### src/rtl/sp_pkg.sv
package sp_pkg;

  typedef enum logic [1:0] {
    ST_CMD,
    ST_LOAD,
    ST_READ
  } spState_e;

  localparam logic [3:0] OP_LOAD  = 4'h2;
  localparam logic [3:0] OP_READ  = 4'h4;
  localparam logic [3:0] OP_INC   = 4'h6;
  localparam logic [3:0] OP_BEGIN = 4'h8;
  localparam logic [3:0] OP_END   = 4'hE;
  localparam logic [3:0] OP_ERASE = 4'h9;

  // strobes from control to datapath, all single-cycle
  typedef struct packed {
    logic enter;
    logic bitVal;
    logic shiftIn;
    logic loadDone;
    logic doInc;
    logic doRead;
    logic doProg;
    logic doEnd;
    logic doErase;
    logic outStart;
    logic outShift;
    logic outStop;
  } spStrobe_t;

endpackage

### src/rtl/sp_ctrl.sv
module sp_ctrl
  import sp_pkg::*;
#(
  parameter int FRAME_CLKS = 16,
  parameter int CMD_BITS   = 6,
  localparam int CW        = $clog2(FRAME_CLKS)
) (
  input  logic      clk,
  input  logic      rstN,
  input  logic      modeEn,
  input  logic      sClk,
  input  logic      sDatIn,
  output spStrobe_t stb
);

  localparam logic [CW-1:0] LAST_CLK = CW'(FRAME_CLKS - 1);
  localparam logic [CW-1:0] LAST_CMD = CW'(CMD_BITS - 1);

  logic [1:0]          clkSync;
  logic [1:0]          datSync;
  logic                clkPrev;
  logic                modePrev;
  logic                rise;
  logic                fall;
  logic                enter;
  spState_e            state;
  logic [CW-1:0]       cnt;
  logic [CMD_BITS-2:0] cmdReg;

  assign rise  = clkSync[1] & ~clkPrev;
  assign fall  = ~clkSync[1] & clkPrev;
  assign enter = modeEn & ~modePrev;

  always_ff @(posedge clk or negedge rstN) begin
    if (!rstN) begin
      clkSync  <= '0;
      datSync  <= '0;
      clkPrev  <= 1'b0;
      modePrev <= 1'b0;
      state    <= ST_CMD;
      cnt      <= '0;
      cmdReg   <= '0;
    end else begin
      clkSync  <= {clkSync[0], sClk};
      datSync  <= {datSync[0], sDatIn};
      clkPrev  <= clkSync[1];
      modePrev <= modeEn;
      if (!modeEn || enter) begin
        state <= ST_CMD;
        cnt   <= '0;
      end else if (fall) begin
        unique case (state)
          ST_CMD: begin
            cmdReg <= {datSync[1], cmdReg[CMD_BITS-2:1]};
            if (cnt == LAST_CMD) begin
              cnt <= '0;
              if (cmdReg[3:0] == OP_LOAD)      state <= ST_LOAD;
              else if (cmdReg[3:0] == OP_READ) state <= ST_READ;
              else                             state <= ST_CMD;
            end else begin
              cnt <= cnt + 1'b1;
            end
          end
          ST_LOAD, ST_READ: begin
            if (cnt == LAST_CLK) begin
              cnt   <= '0;
              state <= ST_CMD;
            end else begin
              cnt <= cnt + 1'b1;
            end
          end
          default: state <= ST_CMD;
        endcase
      end
    end
  end

  always_comb begin
    stb        = '0;
    stb.enter  = enter;
    stb.bitVal = datSync[1];
    if (modeEn && !enter) begin
      unique case (state)
        ST_CMD: begin
          if (fall && cnt == LAST_CMD) begin
            stb.doInc   = (cmdReg[3:0] == OP_INC);
            stb.doRead  = (cmdReg[3:0] == OP_READ);
            stb.doProg  = (cmdReg[3:0] == OP_BEGIN);
            stb.doEnd   = (cmdReg[3:0] == OP_END);
            stb.doErase = (cmdReg[3:0] == OP_ERASE);
          end
        end
        ST_LOAD: begin
          stb.shiftIn  = fall && (cnt != '0) && (cnt != LAST_CLK);
          stb.loadDone = fall && (cnt == LAST_CLK);
        end
        ST_READ: begin
          // rising edge number is the count of falls so far plus one
          stb.outStart = rise && (cnt == CW'(1));
          stb.outShift = rise && (cnt > CW'(1)) && (cnt < CW'(FRAME_CLKS - 1));
          stb.outStop  = rise && (cnt == LAST_CLK);
        end
        default: ;
      endcase
    end
  end

endmodule

### src/rtl/sp_dpath.sv
module sp_dpath
  import sp_pkg::*;
#(
  parameter int USER_WORDS = 256,
  parameter int CFG_USED   = 5,
  parameter int PROT_LO    = 64,
  parameter int WORD_W     = 12,
  parameter int FRAME_W    = 14,
  localparam int AW        = $clog2(USER_WORDS) + 1
) (
  input  logic              clk,
  input  logic              rstN,
  input  logic              modeEn,
  input  logic              cpBit,
  input  spStrobe_t         stb,
  output logic              sDatOut,
  output logic              sDatOe,
  output logic [AW-1:0]     memAddr,
  output logic              memRdEn,
  input  logic [WORD_W-1:0] memRdData,
  output logic              memWrEn,
  output logic [WORD_W-1:0] memWrData,
  output logic              memEndEn,
  output logic              memEraseEn,
  output logic              memEraseAll,
  output logic              progErr
);

  localparam logic [AW-1:0] USER_LAST = AW'(USER_WORDS - 1);
  localparam logic [AW-1:0] CFG_BASE  = AW'(USER_WORDS);
  localparam logic [AW-1:0] CFG_LAST  = AW'(USER_WORDS + CFG_USED - 1);
  localparam logic [AW-1:0] TOP_ADDR  = '1;
  localparam logic [AW-1:0] PROT_ADDR = AW'(PROT_LO);

  logic [AW-1:0]      addrCnt;
  logic               cfgVis;
  logic               loadPend;
  logic               rdPend;
  logic [FRAME_W-1:0] inShift;
  logic [FRAME_W-1:0] outShift;
  logic [WORD_W-1:0]  loadLatch;
  logic               isUser;
  logic               reachable;
  logic               hidden;

  assign isUser    = (addrCnt < CFG_BASE);
  assign reachable = cfgVis | isUser | (addrCnt <= CFG_LAST);
  assign hidden    = !cpBit && !cfgVis && isUser
                     && (addrCnt >= PROT_ADDR) && (addrCnt != USER_LAST);
  assign memAddr   = cfgVis ? TOP_ADDR : addrCnt;
  assign memWrData = loadLatch;

  always_ff @(posedge clk or negedge rstN) begin
    if (!rstN) begin
      addrCnt     <= '0;
      cfgVis      <= 1'b0;
      loadPend    <= 1'b0;
      rdPend      <= 1'b0;
      inShift     <= '0;
      outShift    <= '0;
      loadLatch   <= '0;
      sDatOut     <= 1'b0;
      sDatOe      <= 1'b0;
      memRdEn     <= 1'b0;
      memWrEn     <= 1'b0;
      memEndEn    <= 1'b0;
      memEraseEn  <= 1'b0;
      memEraseAll <= 1'b0;
      progErr     <= 1'b0;
    end else begin
      memRdEn    <= 1'b0;
      memWrEn    <= 1'b0;
      memEndEn   <= 1'b0;
      memEraseEn <= 1'b0;
      rdPend     <= 1'b0;
      if (!modeEn) begin
        sDatOe   <= 1'b0;
        progErr  <= 1'b0;
        loadPend <= 1'b0;
      end else if (stb.enter) begin
        addrCnt  <= '0;
        cfgVis   <= 1'b1;
        progErr  <= 1'b0;
        loadPend <= 1'b0;
        sDatOe   <= 1'b0;
      end else begin
        if (stb.shiftIn) inShift <= {stb.bitVal, inShift[FRAME_W-1:1]};
        if (stb.loadDone) begin
          loadLatch <= inShift[WORD_W-1:0];
          loadPend  <= 1'b1;
        end
        if (stb.doInc) begin
          if (cfgVis)                    cfgVis  <= 1'b0;
          else if (addrCnt == USER_LAST) addrCnt <= CFG_BASE;
          else if (addrCnt == TOP_ADDR)  addrCnt <= '0;
          else                           addrCnt <= addrCnt + 1'b1;
        end
        if (stb.doRead) begin
          memRdEn <= 1'b1;
          rdPend  <= 1'b1;
        end
        if (rdPend) outShift <= (reachable && !hidden) ? FRAME_W'(memRdData) : '0;
        if (stb.outStart || stb.outShift) begin
          sDatOut  <= outShift[0];
          outShift <= {1'b0, outShift[FRAME_W-1:1]};
        end
        if (stb.outStart) sDatOe <= 1'b1;
        if (stb.outStop)  sDatOe <= 1'b0;
        if (stb.doProg) begin
          if (loadPend) begin
            loadPend <= 1'b0;
            memWrEn  <= reachable;
          end else begin
            progErr <= 1'b1;
          end
        end
        if (stb.doEnd) memEndEn <= 1'b1;
        if (stb.doErase) begin
          memEraseEn  <= 1'b1;
          memEraseAll <= !cfgVis && !isUser;
        end
      end
    end
  end

endmodule

### src/rtl/sp_target.sv
module sp_target
  import sp_pkg::*;
#(
  parameter int USER_WORDS = 256,
  parameter int CFG_USED   = 5,
  parameter int PROT_LO    = 64,
  parameter int WORD_W     = 12,
  parameter int FRAME_W    = 14,
  localparam int AW        = $clog2(USER_WORDS) + 1
) (
  input  logic              clk,
  input  logic              rstN,
  input  logic              modeEn,
  input  logic              sClk,
  input  logic              sDatIn,
  input  logic              cpBit,
  output logic              sDatOut,
  output logic              sDatOe,
  output logic [AW-1:0]     memAddr,
  output logic              memRdEn,
  input  logic [WORD_W-1:0] memRdData,
  output logic              memWrEn,
  output logic [WORD_W-1:0] memWrData,
  output logic              memEndEn,
  output logic              memEraseEn,
  output logic              memEraseAll,
  output logic              progErr
);

  spStrobe_t stb;

  sp_ctrl #(
    .FRAME_CLKS(FRAME_W + 2),
    .CMD_BITS  (6)
  ) i_ctrl (
    .clk   (clk),
    .rstN  (rstN),
    .modeEn(modeEn),
    .sClk  (sClk),
    .sDatIn(sDatIn),
    .stb   (stb)
  );

  sp_dpath #(
    .USER_WORDS(USER_WORDS),
    .CFG_USED  (CFG_USED),
    .PROT_LO   (PROT_LO),
    .WORD_W    (WORD_W),
    .FRAME_W   (FRAME_W)
  ) i_dpath (
    .clk        (clk),
    .rstN       (rstN),
    .modeEn     (modeEn),
    .cpBit      (cpBit),
    .stb        (stb),
    .sDatOut    (sDatOut),
    .sDatOe     (sDatOe),
    .memAddr    (memAddr),
    .memRdEn    (memRdEn),
    .memRdData  (memRdData),
    .memWrEn    (memWrEn),
    .memWrData  (memWrData),
    .memEndEn   (memEndEn),
    .memEraseEn (memEraseEn),
    .memEraseAll(memEraseAll),
    .progErr    (progErr)
  );

endmodule

### config.mk
export PLATFORM = sky130hd
export DESIGN_NAME = sp_target
export DESIGN_NICKNAME = d
export VERILOG_FILES = /design/src/rtl/sp_pkg.sv /design/src/rtl/sp_ctrl.sv /design/src/rtl/sp_dpath.sv /design/src/rtl/sp_target.sv
export SDC_FILE = /design/constraint.sdc
export NUM_CORES = 1
export LEC_CHECK = 0
export ABC_AREA = 1
export BUFFER_PORTS_ARGS = -buffer_cell sky130_fd_sc_hd__buf_2
export CAP_MARGIN = 30
export CORE_UTILIZATION = 62
export CTS_CLUSTER_DIAMETER = 100
export DETAILED_ROUTE_END_ITERATION = 8
export PLACE_DENSITY = 0.85
export RECOVER_POWER = 100
export SLEW_MARGIN = 20
export SYNTH_ARGS = -nofsm -noshare
export SYNTH_HDL_FRONTEND = slang
export SYNTH_HIERARCHICAL = 1
export SYNTH_SLANG_ARGS = --single-unit
### constraint.sdc
create_clock -name clk -period 3.3 [get_ports clk]
set_clock_uncertainty 0.15 [all_clocks]
set_input_delay 0.825 -clock clk [delete_from_list [all_inputs] [get_ports clk]]
set_output_delay 0.825 -clock clk [all_outputs]
set_load 0.005 [all_outputs]
# Word level (Yosys, flattened, before mapping)
# Index checks and enable logic that the tools add are counted.
dict set report word_totals {
  input_bits 18
  register_bits 76
}
dict set report op_classes {
  n_lt_le_gt_ge 5
  mux 54
  eq_ne 21
  n_bitwise 10
  reduce_logical 41
  add_sub_neg 2
}
# cell n
set ops {}
lappend ops {{2-to-1 mux 9 bit} 6}
lappend ops {{2-to-1 mux 1 bit} 28}
lappend ops {{2-to-1 mux 14 bit} 2}
lappend ops {{AND reduction 3 bit} 8}
lappend ops {{== test 4 bit (second input constant)} 4}
lappend ops {{2-to-1 mux 4 bit} 4}
lappend ops {{logical AND 1 bit} 15}
lappend ops {{2-to-1 mux 2 bit} 7}
lappend ops {{== test 4 x 3 -> 1 bit (second input constant)} 3}
lappend ops {{2-to-1 mux 12 bit} 1}
lappend ops {{2-to-1 mux 10 bit} 1}
lappend ops {{2-to-1 mux 5 bit} 2}
lappend ops {{adder 9 x 1 -> 9 bit (second input constant)} 1}
lappend ops {{== test 9 x 8 -> 1 bit (second input constant)} 1}
lappend ops {{== test 9 bit (second input constant)} 1}
lappend ops {{>= comparator 9 x 7 -> 1 bit (second input constant)} 1}
lappend ops {{less-or-equal comparator 9 bit (second input constant)} 1}
lappend ops {{less-than comparator 9 bit (second input constant)} 1}
lappend ops {{!= test 3 x 1 -> 1 bit (second input constant)} 3}
lappend ops {{!= test 9 x 8 -> 1 bit (second input constant)} 1}
lappend ops {{one-hot mux 4 bit (2 select lines)} 1}
lappend ops {{logical NOT 1 bit} 6}
lappend ops {{AND reduction 2 bit} 3}
lappend ops {{nonzero test 2 bit} 3}
lappend ops {{other kinds (21)} 29}

# Logic depth before layout (Yosys ltp)
# Gate-level depths: netlist of the first run.
dict set report depth {
  ltp_word 11
  ltp_mapped 16
  depth_no_buf 15
}

# Cells and area by module
# The synthesis of the first run kept the hierarchy.
# module instances area_each_um2 cells_per_inst
set by_module_without_submodules {}
lappend by_module_without_submodules {sp_dpath 1 2627.5 319}
lappend by_module_without_submodules {sp_ctrl 1 1072.3 142}

# Worst setup path before layout of the first run
# OpenSTA, ideal clock, no wires.
dict set report synth_timing {
  path_kind {input-to-reg}
  from {in modeEn}
  to {reg i_dpath.outShift[10]}
  arrival_time_ps 1985
  path_buffers 1
  slack_ps 1043
  required_ps 3028
  cell_stages 10
  cell_sequence {nand2_2 inv_2 nand4_1 nor3b_1 nor2_1 inv_2 clkbuf_1 nor2_1 nand3_1 a21oi_1}
}
# item line
set synth_lines {}
lappend synth_lines {{start, declared} sp_target.sv:13} ;# input logic modeEn,
lappend synth_lines {{end signal, assigned} sp_dpath.sv:102} ;# if (rdPend) outShift <= (reachable && !hidden) ? FRAME_W'(memRdData) : '0;
lappend synth_lines {{end signal, assigned} sp_dpath.sv:105} ;# outShift <= {1'b0, outShift[FRAME_W-1:1]};
lappend synth_lines {{end, declared} sp_dpath.sv:40} ;# logic [FRAME_W-1:0] outShift;

==> results.yml, run 1 <==
outcome:
  status: "finished, violations left"
  violations: "capacitance limit, slew limit"
critical_path:
  path_delay_family: "simple AND/OR/NAND/NOR gates"
  critPathSlowestCell: "o21ai_2"
  critPathCaptureType: "flip-flop"
  crit_arrival_ns: 2.76
  worst_path_largest_cell_delay_ns: 0.43
  critPathBufInv: 4
  r2r_end: "i_dpath/outShift[9]$_DFFE_PN0P_"
  crit_required_ns: 3.38
  path_max_fanout: 13
  r2r_setup_slack_ns: 0.65
  crit_chain: "clkbuf_1 > nand2_1 > inv_1 > nand4_1 > nor3b_1 > nor2_1 > clkinv_1 > o21ai_2 > inv_1 > nor2_1 > a21oi_1"
  reg2reg_depth: 11
  path_class: "in -> reg"
  r2r_start: "i_ctrl/cnt[1]$_DFFE_PN0P_"
  cp-start-kind: "input port"
power:
  p_per_area_nw_per_um2: 510
  max-vdd-ir-drop_mv: 0.305
  finalPower_mw: 2.10
  leakage_nw: 2.16
grt:
  antenna_found_initial: 0
  grt_use_total: 0.261
  grt_pass1_wl_um: 12500
  grt.overflow.total: 0
  grt_pass1_vias: 2841
  grt_max_degree: 49
floorplanning:
  rows: 27
  die_h_um: 79.3
  die_w_um: 79.3
  start_util: 0.656
  core_um2: 5640
  die_area_um2: 6280
  ios: 47
logic_synthesis:
  synth_nets: 489
  syn_area_um2: 3700
  yosysWarnings: 6
  ys_types: 28
  synth_top_area_share: 0.501
  synthAdderAreaFrac: 0.0338
  synth_area_per_cell_um2: 8.03
  yosysMostFrequentCell: "nand2_1"
  async_reset_ff_frac: 1.00
  ys.flop_type: "dfrtp_1"
  synth_top_area_cell: "dfrtp_1"
  synth-xor-area-share: 0
  synth_top_family_by_area: "simple AND/OR/NAND/NOR gates"
  yosysSeqAreaShare: 0.501
  synth_compound_area_frac: 0.111
  synthTopCellsByArea: "dfrtp_1 50%, nand2_1 9.7%, inv_1 6.6%"
  yosys_register_bits: 74
  synth_edf_count: 0
  synth_cells: 461
  synthSimpleGateAreaFrac: 0.251
  muxShareOfSynthArea: 0.00609
  ys_top_cells_by_count: "96 x nand2_1, 74 x dfrtp_1, 65 x inv_1, 61 x nor2_1, 34 x nand3_1"
cells_and_area:
  multiInputGateArea_um2: 1450
  areaGrowthSynthToFinish_pct: 11.6
  fillerInstances: 433
  fin_nets: 534
  register_area_um2: 1850
  antenna_cells: 0
  utilization: 0.732
  drive_above_1_share: 0.131
  final_cells: 583
  final_area_um2: 4130
clock_network:
  cts_max_level: 3
  cts_tree: "done"
  cts-root-buf: "clkbuf_8"
  cts_resized: 0
  post_cts_buffers: 0
  ctsHoldBuffers: 0
  cts_buffer_depth: 2
  cts.sink_count: 74
  clk_latency_ns: 0.34
  path_clk_slew_ns: 0.08
  cts_inserted_buffers: 9
placement:
  dp_hpwl_um: 5310
  place_area_um2: 3960
  io_buffers: 46
  placed_cells: 567
  gp_congestion: 0.944
  post-place-ws_ns: 0.537
routing:
  wl_met3_um: 367
  drc: 0
  ant_nets: 0
  drtPass1Iterations: 5
  wl_met2_um: 3680
  drt-wirelength-per-cell_um: 12.8
  met1_length_um: 3300
  viasPerCell: 5.33
  drt-initial-drc-count: 188
  highest_layer: "met4"
  dr_total_vias: 3109
  finalWirelength_um: 7470
sta:
  setup_ws_ns: 0.621
  fin_crit_ns: 2.68
  period_share: 0.812
  slew-limit-headroom: -0.0144
  hold_viol_final: 0
  fmax_ghz: 0.373
  finalSetupViolations: 0
  rsz0062_at_grt: "no"
  tightestPinTransition_ns: 1.52
  tns_ns: 0
  maxSlewViolCount: 27
  worst_hold_slack_ns: 0.209
hold_path:
  hp-start: "i_ctrl/datSync[0]$_DFF_PN0_"
  whs_path_depth: 0
  hp-class: "reg -> reg"
  min_to: "i_ctrl/datSync[1]$_DFF_PN0_"
job:
  maxCapViolCount: 1
-- placed cells by master (no fill, tap or decap) --
master	instances
nor3b_1	1
nand3_1	35
o21ai_1	9
clkbuf_8	9
clkinv_4	1
a21oi_1	28
clkinvlp_4	1
mux2_1	2
clkinv_2	1
clkbuf_1	11
nor3_4	1
nand4_1	4
a21oi_2	1
nor4_1	1
o21bai_2	1
nor3_1	3
inv_2	1
o31ai_1	1
o21ai_0	32
nor2_1	63
nor2_2	1
nand2_2	1
inv_1	68
ha_1	10
buf_12	1
dfrtp_1	74
inv_6	1
buf_4	2
bufinv_16	2
nand2_1	101
nor2_4	1
clkinv_1	1
o21ai_2	4
nand3_2	1
buf_2	37
-- area by class of cell --
class / count / share of cell area
flip-flops and latches: 74 / 0.448
multi-input cells: 301 / 0.351
inverters: 70 / 0.0636
repair buffers: 50 / 0.0624
clock buffers: 10 / 0.0309
clock inverters: 6 / 0.0218
well taps: 72 / 0.0218
-- power breakdown --
group          leakage [nW]  switching (mW)  total (mW)  internal, mW
logic                  1.06           0.204       0.315         0.110
clock network         0.107           0.334       0.762         0.428
registers             0.991          0.0587        1.03         0.969
total                  2.16           0.597        2.10          1.51
-- routing by layer --
metal | vias up | track usage
met5 | - | 0
met2 | 94 | 0.434
li1 | 1532 | -
met4 | 0 | 0.124
met1 | 1466 | 0.330
met3 | 17 | 0.0471
-- logic make-up after synthesis --
kind of cell    count (synthesis)
fa+ha+maj                      10
buf+inv                        86
compound gates                 76
mux                             2
flops                          74
simple gates                  213
-- worst max-delay path by stage --
stage / slack [ns] / start / cells after the start / to
2_1_floorplan: 1.04 / modeEn / 10 / i_dpath/outShift[10]$_DFFE_PN0P_
3_3_place_gp: 0.64 / modeEn / 11 / i_dpath/outShift[10]$_DFFE_PN0P_
3_5_place_dp: 0.54 / modeEn / 11 / i_dpath/outShift[9]$_DFFE_PN0P_
4_1_cts: 0.82 / i_dpath/addrCnt[0]$_DFFE_PN0P_ / 10 / i_dpath/outShift[9]$_DFFE_PN0P_
5_1_grt: 0.41 / modeEn / 11 / i_dpath/outShift[2]$_DFFE_PN0P_
6_report: 0.62 / modeEn / 11 / i_dpath/outShift[9]$_DFFE_PN0P_
-- flip-flops by register name, indices dropped and copies added, names as in the netlist, 2 cells and up --
name and flops:
i_dpath/inShift 14, i_dpath/memWrData 12, i_dpath/outShift 12, i_dpath/addrCnt 9
i_ctrl/cmdReg 5, i_ctrl/cnt 4, i_ctrl/clkSync 2, i_ctrl/datSync 2
i_ctrl/state 2
Note: power is estimated with default switching activity, not from simulation.
==> run 2, diff against run 1 <==
--- a/config.mk
+++ b/config.mk
@@ -8,10 +8,10 @@
 export ABC_AREA = 1
 export BUFFER_PORTS_ARGS = -buffer_cell sky130_fd_sc_hd__buf_2
 export CAP_MARGIN = 30
-export CORE_UTILIZATION = 62
+export CORE_UTILIZATION = 52
 export CTS_CLUSTER_DIAMETER = 100
 export DETAILED_ROUTE_END_ITERATION = 8
-export PLACE_DENSITY = 0.85
+export PLACE_DENSITY = 0.76
 export RECOVER_POWER = 100
 export SLEW_MARGIN = 20
 export SYNTH_ARGS = -nofsm -noshare
==> constraint.sdc (replaced) <==
create_clock -name clk -period 2.4 [get_ports clk]
set_clock_uncertainty 0.15 [all_clocks]
set_input_delay 0.6 -clock clk [delete_from_list [all_inputs] [get_ports clk]]
set_output_delay 0.6 -clock clk [all_outputs]
set_load 0.005 [all_outputs]
==> run 2 against run 1 <==
  * The flow now finishes without violations
  * Largest power group unchanged
  * Flip-flop and latch count unchanged
  * Global-route usage fell by 5.0 points
  * Critical path depth shrank 3
  * Critical endpoint is now i_dpath/inShift[7]$_DFFE_PN0P_
==> results.yml, run 2 (synthesis results as in run 1) <==
outcome:
  status: "finished clean"
critical_path:
  r2r_setup_slack_ns: 0.17
  reg2reg_depth: 8
  crit_required_ns: 2.47
  path_max_fanout: 18
  worst_path_largest_cell_delay_ns: 0.44
  r2r_start: "i_ctrl/cnt[0]$_DFFE_PN0P_"
  critPathSlowestCell: "dfrtp_1"
  crit_arrival_ns: 2.30
  cp-start-kind: "flip-flop"
  r2r_end: "i_dpath/inShift[7]$_DFFE_PN0P_"
  critPathCaptureType: "flip-flop"
  cpMostUsedCell: "nand2_1"
  path_class: "reg -> reg"
  crit_chain: "ha_1 > nand3_2 > nand3_1 > nor3_1 > nand2_1 > clkbuf_2 > nand2_1 > o21ai_1"
clock_network:
  path_clk_slew_ns: 0.08
  ctsHoldBuffers: 0
  cts_buffer_depth: 2
  cts_max_level: 3
  cts_resized: 0
  cts_inserted_buffers: 9
  post_cts_buffers: 0
  clk_latency_ns: 0.34
  cts.sink_count: 74
  cts-root-buf: "clkbuf_8"
  cts_tree: "done"
floorplanning:
  start_util: 0.542
  ios: 47
  rows: 30
  die_area_um2: 7460
  die_w_um: 86.4
  core_um2: 6830
  die_h_um: 86.4
sta:
  finalSetupViolations: 0
  rsz0062_at_grt: "no"
  fmax_ghz: 0.448
  tightestPinTransition_ns: 1.40
  slew-limit-headroom: 0.0688
  tns_ns: 0
  setup_ws_ns: 0.169
  maxSlewViolCount: 0
  hold_viol_final: 0
  fin_crit_ns: 2.23
  period_share: 0.929
cells_and_area:
  final_cell_mix: "98 x nand2_1, 74 x dfrtp_1, 65 x inv_1"
  largest_reg_flops: 14
  antenna_cells: 0
  regMostFlops: "i_dpath/inShift"
  drive_above_1_share: 0.163
  final_common_cell: "nand2_1"
  fin_nets: 546
  fillerInstances: 632
  areaGrowthSynthToFinish_pct: 13.6
  utilization: 0.615
routing:
  drt-initial-drc-count: 115
  finalWirelength_um: 7070
  ant_nets: 0
  viasPerCell: 4.91
  drt-wirelength-per-cell_um: 11.4
  drc: 0
  dr_total_vias: 3042
  drtPass1Iterations: 4
power:
  max-vdd-ir-drop_mv: 0.362
  seq_power_share: 0.521
  power_frac_clock: 0.317
  switchingPower_uw: 837
  p_int_mw: 1.88
  pwr-share-comb: 0.162
  swShare: 0.309
  leakage_nw: 2.15
  p_per_area_nw_per_um2: 646
hold_path:
  min_to: "i_ctrl/clkSync[1]$_DFF_PN0_"
  whs_path_depth: 0
  hp-start: "i_ctrl/clkSync[0]$_DFF_PN0_"
  hp-class: "reg -> reg"
grt:
  use_met1: 0.259
  grt_pass1_vias: 2883
  use_met3: 0.0524
  gr-usage-met2: 0.357
  grt_use_total: 0.211
  grt_max_degree: 28
  grt.overflow.total: 0
  grt-busiest-layer: "met2"
  antenna_found_initial: 0
  grt_pass1_wl_um: 12400
job:
  maxCapViolCount: 0
placement:
  io_buffers: 46
  gp_congestion: 0.870
  post-place-ws_ns: 0.131
  dp_hpwl_um: 5260
==> run 2: cell type report <==
class | instances | area [um^2] | share of cell area
Sequential cell | 74 | 1850 | 0.440
Multi-Input combinational cell | 301 | 1470 | 0.349
Clock inverter | 7 | 53.8 | 0.0128
Inverter | 70 | 263 | 0.0625
Timing Repair Buffer | 62 | 323 | 0.0768
Clock buffer | 9 | 124 | 0.0295
Tap cell | 96 | 120 | 0.0286
==> run 2: metrics by stage <==
step	instance area, um^2	power [mW]	instances	hold WS [ns]
final	4200	2.71	619	0.204
after global routing	4200	2.87	619	0.182
after CTS	4260	2.76	619	0.00184
after detailed placement	4090	1.89	603	0.191
after global placement	4090	1.88	603	0.184
after floorplan	3700	1.73	461	0.154
==> run 2: power groups by stage <==
| stage | sequential [mW] | clock (mW) | combinational, mW |
|---|---|---|---|
| 6_report | 1.41 | 0.860 | 0.441 |
| 5_1_grt | 1.43 | 0.936 | 0.504 |
| 4_1_cts | 1.41 | 0.893 | 0.458 |
| 3_5_place_dp | 1.44 | 0 | 0.454 |
| 3_3_place_gp | 1.43 | 0 | 0.447 |
| 2_1_floorplan | 1.42 | 0 | 0.310 |
==> run 2: worst max-delay path: cells and delay by family, from the launching register on <==
| kind | cells | cell delay (ns) |
|---|---|---|
| compound gates | 1 | 0.07 |
| flops | 1 | 0.44 |
| buf+inv | 1 | 0.32 |
| simple gates | 5 | 0.87 |
| fa+ha+maj | 1 | 0.26 |
==> run 2: layer usage <==
metal,wire length [um],up-vias,part of all wire
met2,3380,63,0.48
met3,286,11,0.040
met5,0,-,0
met4,98,0,0.014
li1,-,1567,-
met1,3300,1401,0.47
==> run 2: worst max-delay path by stage <==
stage / start / endpoint / slack, ns / cells past startpoint
global route: i_ctrl/cnt[0]$_DFFE_PN0P_ / i_dpath/inShift[7]$_DFFE_PN0P_ / 0.01 / 8
floorplan: i_dpath/addrCnt[0]$_DFFE_PN0P_ / i_dpath/outShift[1]$_DFFE_PN0P_ / 0.32 / 11
detailed placement: modeEn / i_dpath/outShift[2]$_DFFE_PN0P_ / 0.13 / 11
global placement: modeEn / i_dpath/outShift[2]$_DFFE_PN0P_ / 0.20 / 11
CTS: i_ctrl/cnt[1]$_DFFE_PN0P_ / i_dpath/outShift[2]$_DFFE_PN0P_ / 0.12 / 11
finish: i_ctrl/cnt[0]$_DFFE_PN0P_ / i_dpath/inShift[7]$_DFFE_PN0P_ / 0.17 / 8
